===== config.mk =====
export PLATFORM = sky130hd
export DESIGN_NAME = nrzi_framer
export DESIGN_NICKNAME = d
export VERILOG_FILES = /design/src/rtl/nrzi_framer_pkg.sv /design/src/rtl/nrzi_run_tracker.sv /design/src/rtl/nrzi_pattern_watch.sv /design/src/rtl/nrzi_framer.sv
export SDC_FILE = /design/constraint.sdc
export NUM_CORES = 1
export LEC_CHECK = 0
export BUFFER_PORTS_ARGS = -buffer_cell sky130_fd_sc_hd__buf_2
export CAP_MARGIN = 20
export CORE_ASPECT_RATIO = 0.9
export CORE_MARGIN = 3
export CORE_UTILIZATION = 58
export CTS_CLUSTER_DIAMETER = 150
export DETAILED_ROUTE_END_ITERATION = 10
export GPL_TIMING_DRIVEN = 0
export PLACE_DENSITY = 0.78
export SETUP_SLACK_MARGIN = 0.2
export SYNTH_ARGS = -nofsm -noshare
export SYNTH_HDL_FRONTEND = slang
export SYNTH_HIERARCHICAL = 1
export SYNTH_SLANG_ARGS = --single-unit

===== constraint.sdc =====
create_clock -name clk -period 2.6 [get_ports clk]
set_input_delay 0.26 -clock clk [delete_from_list [all_inputs] [get_ports clk]]
set_output_delay 0.26 -clock clk [all_outputs]
set_load 0.03 [all_outputs]

===== src/rtl/nrzi_framer_pkg.sv =====
// Package: shared symbol codes and framer states.
// Assumes the sampler has already mapped line pins to these codes.
package nrzi_framer_pkg;
    typedef enum logic [1:0] {
        SYM_SE0 = 2'b00,
        SYM_J   = 2'b01,
        SYM_K   = 2'b10,
        SYM_SE1 = 2'b11
    } line_sym_t;

    typedef enum logic [1:0] {
        FR_IDLE = 2'b00,
        FR_BITS = 2'b01,
        FR_EOP  = 2'b10
    } frame_state_t;
endpackage


===== src/rtl/nrzi_run_tracker.sv =====
// Counts consecutive decoded 1 bits up to RUN_LEN.
// at_limit reports that the next bit must be a stuff bit.
// Assumes clr and inc are never both high.
module nrzi_run_tracker #(
    parameter int RUN_LEN = 6
) (
    input  logic clk,
    input  logic rst_n,
    input  logic clr,
    input  logic inc,
    output logic at_limit
);
    localparam int CW = $clog2(RUN_LEN + 1);

    logic [CW-1:0] run_q;

    // Purpose: hold the current run of ones.
    always_ff @(posedge clk) begin
        if (!rst_n)
            run_q <= '0;
        else if (clr)
            run_q <= '0;
        else if (inc && run_q != CW'(RUN_LEN))
            run_q <= run_q + 1'b1;
    end

    // Purpose: flag that the run has reached its limit.
    always_comb at_limit = (run_q == CW'(RUN_LEN));
endmodule


===== src/rtl/nrzi_pattern_watch.sv =====
// Collects the first PAT_LEN decoded bits of a packet, first bit ending in the MSB.
// match is combinational and rises on the shift that completes the pattern.
module nrzi_pattern_watch #(
    parameter int              PAT_LEN = 16,
    parameter logic [PAT_LEN-1:0] PATTERN = 16'b0000000100111100
) (
    input  logic clk,
    input  logic rst_n,
    input  logic clr,
    input  logic shift,
    input  logic din,
    output logic match
);
    localparam int NW = $clog2(PAT_LEN + 1);

    logic [PAT_LEN-1:0] hist_q;
    logic [NW-1:0]      cnt_q;

    // Purpose: record bits until the window is full.
    always_ff @(posedge clk) begin
        if (!rst_n) begin
            hist_q <= '0;
            cnt_q  <= '0;
        end else if (clr) begin
            hist_q <= '0;
            cnt_q  <= '0;
        end else if (shift && cnt_q != NW'(PAT_LEN)) begin
            hist_q <= {hist_q[PAT_LEN-2:0], din};
            cnt_q  <= cnt_q + 1'b1;
        end
    end

    // Purpose: compare the window including the incoming bit.
    always_comb match = shift && (cnt_q == NW'(PAT_LEN - 1))
                        && ({hist_q[PAT_LEN-2:0], din} == PATTERN);
endmodule


===== src/rtl/nrzi_framer.sv =====
// NRZI framer: detects the start of a packet, decodes NRZI, removes stuff bits,
// checks the end-of-packet sequence and spots sync plus preamble.
// Assumes one sym_valid strobe per bit time, already centred by the sampler.
module nrzi_framer
    import nrzi_framer_pkg::*;
#(
    parameter int                 RUN_LEN = 6,
    parameter int                 PAT_LEN = 16,
    parameter logic [PAT_LEN-1:0] PATTERN = 16'b0000000100111100
) (
    input  logic       clk,
    input  logic       rst_n,
    input  logic       sym_valid,
    input  logic [1:0] sym,
    output logic       bit_valid,
    output logic       bit_val,
    output logic       stuff_pulse,
    output logic       stuff_err,
    output logic       sop_pulse,
    output logic       eop_pulse,
    output logic       eop_err,
    output logic       pre_pulse
);
    frame_state_t state_q, state_d;
    line_sym_t    prev_q, cur;
    logic same, bits_ev, sop_ev, data_ev, stuff_ev, serr_ev;
    logic eop_ev, eerr_ev, pre_ev, at_limit, match;

    // Purpose: classify the current strobe into framing events.
    always_comb begin
        cur      = line_sym_t'(sym);
        same     = (cur == prev_q);
        sop_ev   = sym_valid && state_q == FR_IDLE && cur == SYM_K && prev_q == SYM_J;
        bits_ev  = sym_valid && state_q == FR_BITS && cur != SYM_SE0;
        data_ev  = bits_ev && !at_limit;
        stuff_ev = bits_ev && at_limit && !same;
        serr_ev  = bits_ev && at_limit && same;
        pre_ev   = data_ev && match;
        eop_ev   = sym_valid && state_q == FR_EOP && cur == SYM_J;
        eerr_ev  = sym_valid && state_q == FR_EOP && (cur == SYM_K || cur == SYM_SE1);
    end

    // Purpose: choose the next framer state.
    always_comb begin
        state_d = state_q;
        case (state_q)
            FR_IDLE: if (sop_ev) state_d = FR_BITS;
            FR_BITS: begin
                if (sym_valid && cur == SYM_SE0) state_d = FR_EOP;
                else if (serr_ev || pre_ev)      state_d = FR_IDLE;
            end
            FR_EOP:  if (eop_ev || eerr_ev) state_d = FR_IDLE;
            default: state_d = FR_IDLE;
        endcase
    end

    // Purpose: hold state and previous symbol; previous is forced to J on a return to idle.
    always_ff @(posedge clk) begin
        if (!rst_n) begin
            state_q <= FR_IDLE;
            prev_q  <= SYM_J;
        end else begin
            state_q <= state_d;
            if (sym_valid)
                prev_q <= (state_d == FR_IDLE && state_q != FR_IDLE) ? SYM_J : cur;
        end
    end

    // Purpose: register every output pulse one cycle after its strobe.
    always_ff @(posedge clk) begin
        if (!rst_n) begin
            bit_valid   <= 1'b0;
            bit_val     <= 1'b0;
            stuff_pulse <= 1'b0;
            stuff_err   <= 1'b0;
            sop_pulse   <= 1'b0;
            eop_pulse   <= 1'b0;
            eop_err     <= 1'b0;
            pre_pulse   <= 1'b0;
        end else begin
            bit_valid   <= data_ev;
            bit_val     <= data_ev && same;
            stuff_pulse <= stuff_ev;
            stuff_err   <= serr_ev;
            sop_pulse   <= sop_ev;
            eop_pulse   <= eop_ev;
            eop_err     <= eerr_ev;
            pre_pulse   <= pre_ev;
        end
    end

    nrzi_run_tracker #(.RUN_LEN(RUN_LEN)) i_run (
        .clk      (clk),
        .rst_n    (rst_n),
        .clr      (sop_ev || stuff_ev || serr_ev || (data_ev && !same)),
        .inc      (data_ev && same),
        .at_limit (at_limit)
    );

    nrzi_pattern_watch #(.PAT_LEN(PAT_LEN), .PATTERN(PATTERN)) i_pat (
        .clk   (clk),
        .rst_n (rst_n),
        .clr   (sop_ev),
        .shift (bits_ev),
        .din   (same),
        .match (match)
    );
endmodule


==> results.py <==
metrics = {
    "status": {
        "status": "finished clean",
    },
    "critical_path": {
        "path_class": "flip-flop to flip-flop",
        "cp-end-kind": "flip-flop",
        "crit_fanout": 7,
        "startpoint_type": "flip-flop",
        "cp.arrival_ns": 2.43,
        "worstPathRequired_ns": 2.83,
    },
    "timing": {
        "drv_slew": 0,
        "tns_ns": 0,
        "skew_ns": 0.00850,
        "setup_viol": 0,
        "layout_setup_ws_ns": 0.402,
        "fmax_mhz": 455,
        "rsz0062_at_grt": "no",
        "maxSlewHeadroom": 0.705,
        "min_period_ns": 2.20,
        "worst_slew_pin_slew_ns": 0.443,
        "post-route-period-util": 0.845,
        "finalHoldViolations": 0,
    },
    "cts": {
        "cts.sinks": 35,
        "clkLatencyLatePin_ns": 0.34,
        "cts.path.max_buffers": 2,
        "cts_tree": "done",
        "path_clk_slew_ns": 0.10,
        "cts_buffers": 5,
        "holdBufCountCts": 0,
        "cts_root_buf": "clkbuf_4",
        "h-tree-depth": 2,
    },
    "pwr": {
        "power_density_nw_per_um2": 501,
        "leakage_nw": 0.669,
        "vdd.ir_drop.worst_uv": 243,
        "power_mw": 0.882,
    },
    "logic_synthesis": {
        "netlist_area_um2": 1600,
        "synth_top_area_share": 0.438,
        "ys_seq_elements": 35,
        "yosysTopAreaCell": "dfxtp_1",
        "yosys_most_used_dff": "dfxtp_1",
        "synth.distinct_cells": 44,
        "syn-num-nets": 176,
        "synth-async-reset-ratio": 0,
        "synthTopCellsByArea": "dfxtp_1 44%, mux2i_1 10%, nand2_1 4.9%",
        "ys_warn_count": 6,
        "yosysMostFrequentCell": "dfxtp_1",
        "seq_area_frac_synth": 0.438,
        "syn_area_per_cell_um2": 9.65,
        "synth-edff-count": 0,
        "synthCells": 166,
        "synth_commonest_cells": "35 x dfxtp_1, 21 x nand2_1, 16 x mux2i_1, 9 x o21ai_0, 8 x nor2_1",
    },
    "layout": {
        "num-fill-cells": 212,
        "drive_above_1_share": 0.189,
        "antenna_cells": 0,
        "fin_nets": 196,
        "syn2layout_area_growth_pct": 9.92,
    },
    "die": {
        "die-area_um2": 3430,
        "rows": 17,
        "die_w_um": 61.4,
        "die_h_um": 55.9,
        "core-area_um2": 2530,
        "start_util": 0.633,
        "io_pins": 13,
    },
    "drt": {
        "drc": 0,
        "wl_met2_mm": 1.44,
        "met3_length_um": 104,
        "drt-met1-wl_mm": 1.44,
        "drt_iter0_markers": 35,
        "firstDrtPassIters": 4,
        "routed_wl_mm": 3.03,
        "ant_nets": 0,
        "wire_per_inst_um": 14.2,
        "vias_per_cell": 5.81,
        "highest_layer": "met4",
        "via_count": 1237,
    },
    "global_route": {
        "grt_antenna_before_repair": 0,
        "grt_pass1_vias": 1188,
        "grt_overflow_total": 0,
        "grt_pass1_wl_mm": 5.08,
        "track_usage": 0.199,
        "grt_max_degree": 11,
    },
    "placed_design": {
        "gp_congestion": 0.766,
        "dp_hpwl_mm": 2.17,
        "dp_worst_setup_slack_ns": 0.138,
        "portBuffers": 10,
    },
    "hold_path": {
        "hold_path_class": "input pin to flip-flop",
    },
    "job": {
        "timing.max_cap.violations": 0,
    },
}
==> layout make-up <==
type / instances / area, µm² / share of cell area
clock buffers: 6 / 41.3 / 0.0235
flip-flops and latches: 35 / 701 / 0.398
multi-input cells: 114 / 820 / 0.466
well taps: 28 / 35.0 / 0.0199
repair buffers: 13 / 72.6 / 0.0412
inverters: 9 / 33.8 / 0.0192
plain buffers: 8 / 57.6 / 0.0327
==> repair_timing <==
item,CTS,global route
gates resized for setup,2,2
setup buffers,0,3
gates cloned,0,0
endpoints found under the setup margin,3,3
==> per-layer routing <==
| layer | global-route usage | up-vias |
|---|---|---|
| li1 | - | 619 |
| met1 | 0.269 | 597 |
| met2 | 0.293 | 17 |
| met3 | 0.0557 | 4 |
| met4 | 0.0818 | 0 |
| met5 | 0 | - |
==> worst paths after layout <==
path                                      start  slack, ns  cells after the start                       endpoint
setup / recovery          state_q[1]$_SDFF_PN0_       0.40                      9         prev_q[1]$_SDFFE_PN0P_
hold / removal                           sym[1]       0.16                      2           eop_pulse$_SDFF_PN0_
hold reg to reg   i_pat/hist_q[14]$_SDFFE_PP0P_       0.47                      2  i_pat/hist_q[14]$_SDFFE_PP0P_
setup reg to reg          state_q[1]$_SDFF_PN0_       0.40                      9         prev_q[1]$_SDFFE_PN0P_
==> cells in the final DEF, fill, tap and decap left out, types with 5 or more instances in the layout <==
cell	n
nand2_1	21
dfxtp_1	35
mux2i_1	16
nand4_1	6
clkbuf_4	5
o21ai_0	8
nand3b_1	6
buf_2	11
ha_1	5
nor2_1	8
inv_1	6
==> critical path, cell delays in order (launching register included) <==
cell	delay, ns
dfxtp_1	0.38
and3b_2	0.27
o21ai_2	0.11
inv_2	0.12
or4b_1	0.50
nor4_2	0.19
nor2b_1	0.17
a31oi_1	0.06
o21ai_2	0.18
o21ai_0	0.11
==> sequential cells by signal, indices dropped and copies added, names as in the netlist <==
name	flops
stuff_err	1
eop_pulse	1
i_pat/hist_q	15
eop_err	1
sop_pulse	1
pre_pulse	1
state_q	2
i_pat/cnt_q	5
i_run/run_q	3
stuff_pulse	1
bit_val	1
prev_q	2
bit_valid	1
==> metrics by stage <==
step	cell area [µm²]	utilization	std cells	hold WS (ns)
6_report	1760	0.696	213	0.165
3_5_place_dp	1690	0.666	204	0.455
5_1_grt	1760	0.696	213	0.176
4_1_cts	1730	0.683	210	0.163
2_1_floorplan	1600	-	166	0.423
3_3_place_gp	1690	0.666	204	0.445
==> cell families (layout without fill, tap and decap cells) <==
logic type	after synthesis	count (layout)	synth area share
adder cells (fa/ha/maj)	5	5	0.0391
buffers and inverters	17	36	0.0570
multiplexers	16	16	0.100
flip-flops	35	35	0.437
AND/OR/NAND/NOR	67	67	0.255
AO/OA/AOI/OAI	22	22	0.0891
XOR/XNOR	4	4	0.0219
==> power by group <==
group	internal [mW]	switching, mW
Clock	0.0961	0.167
Sequential	0.541	0.00478
Combinational	0.0290	0.0448
Total	0.666	0.216
Power figures use the tool's default switching activity.
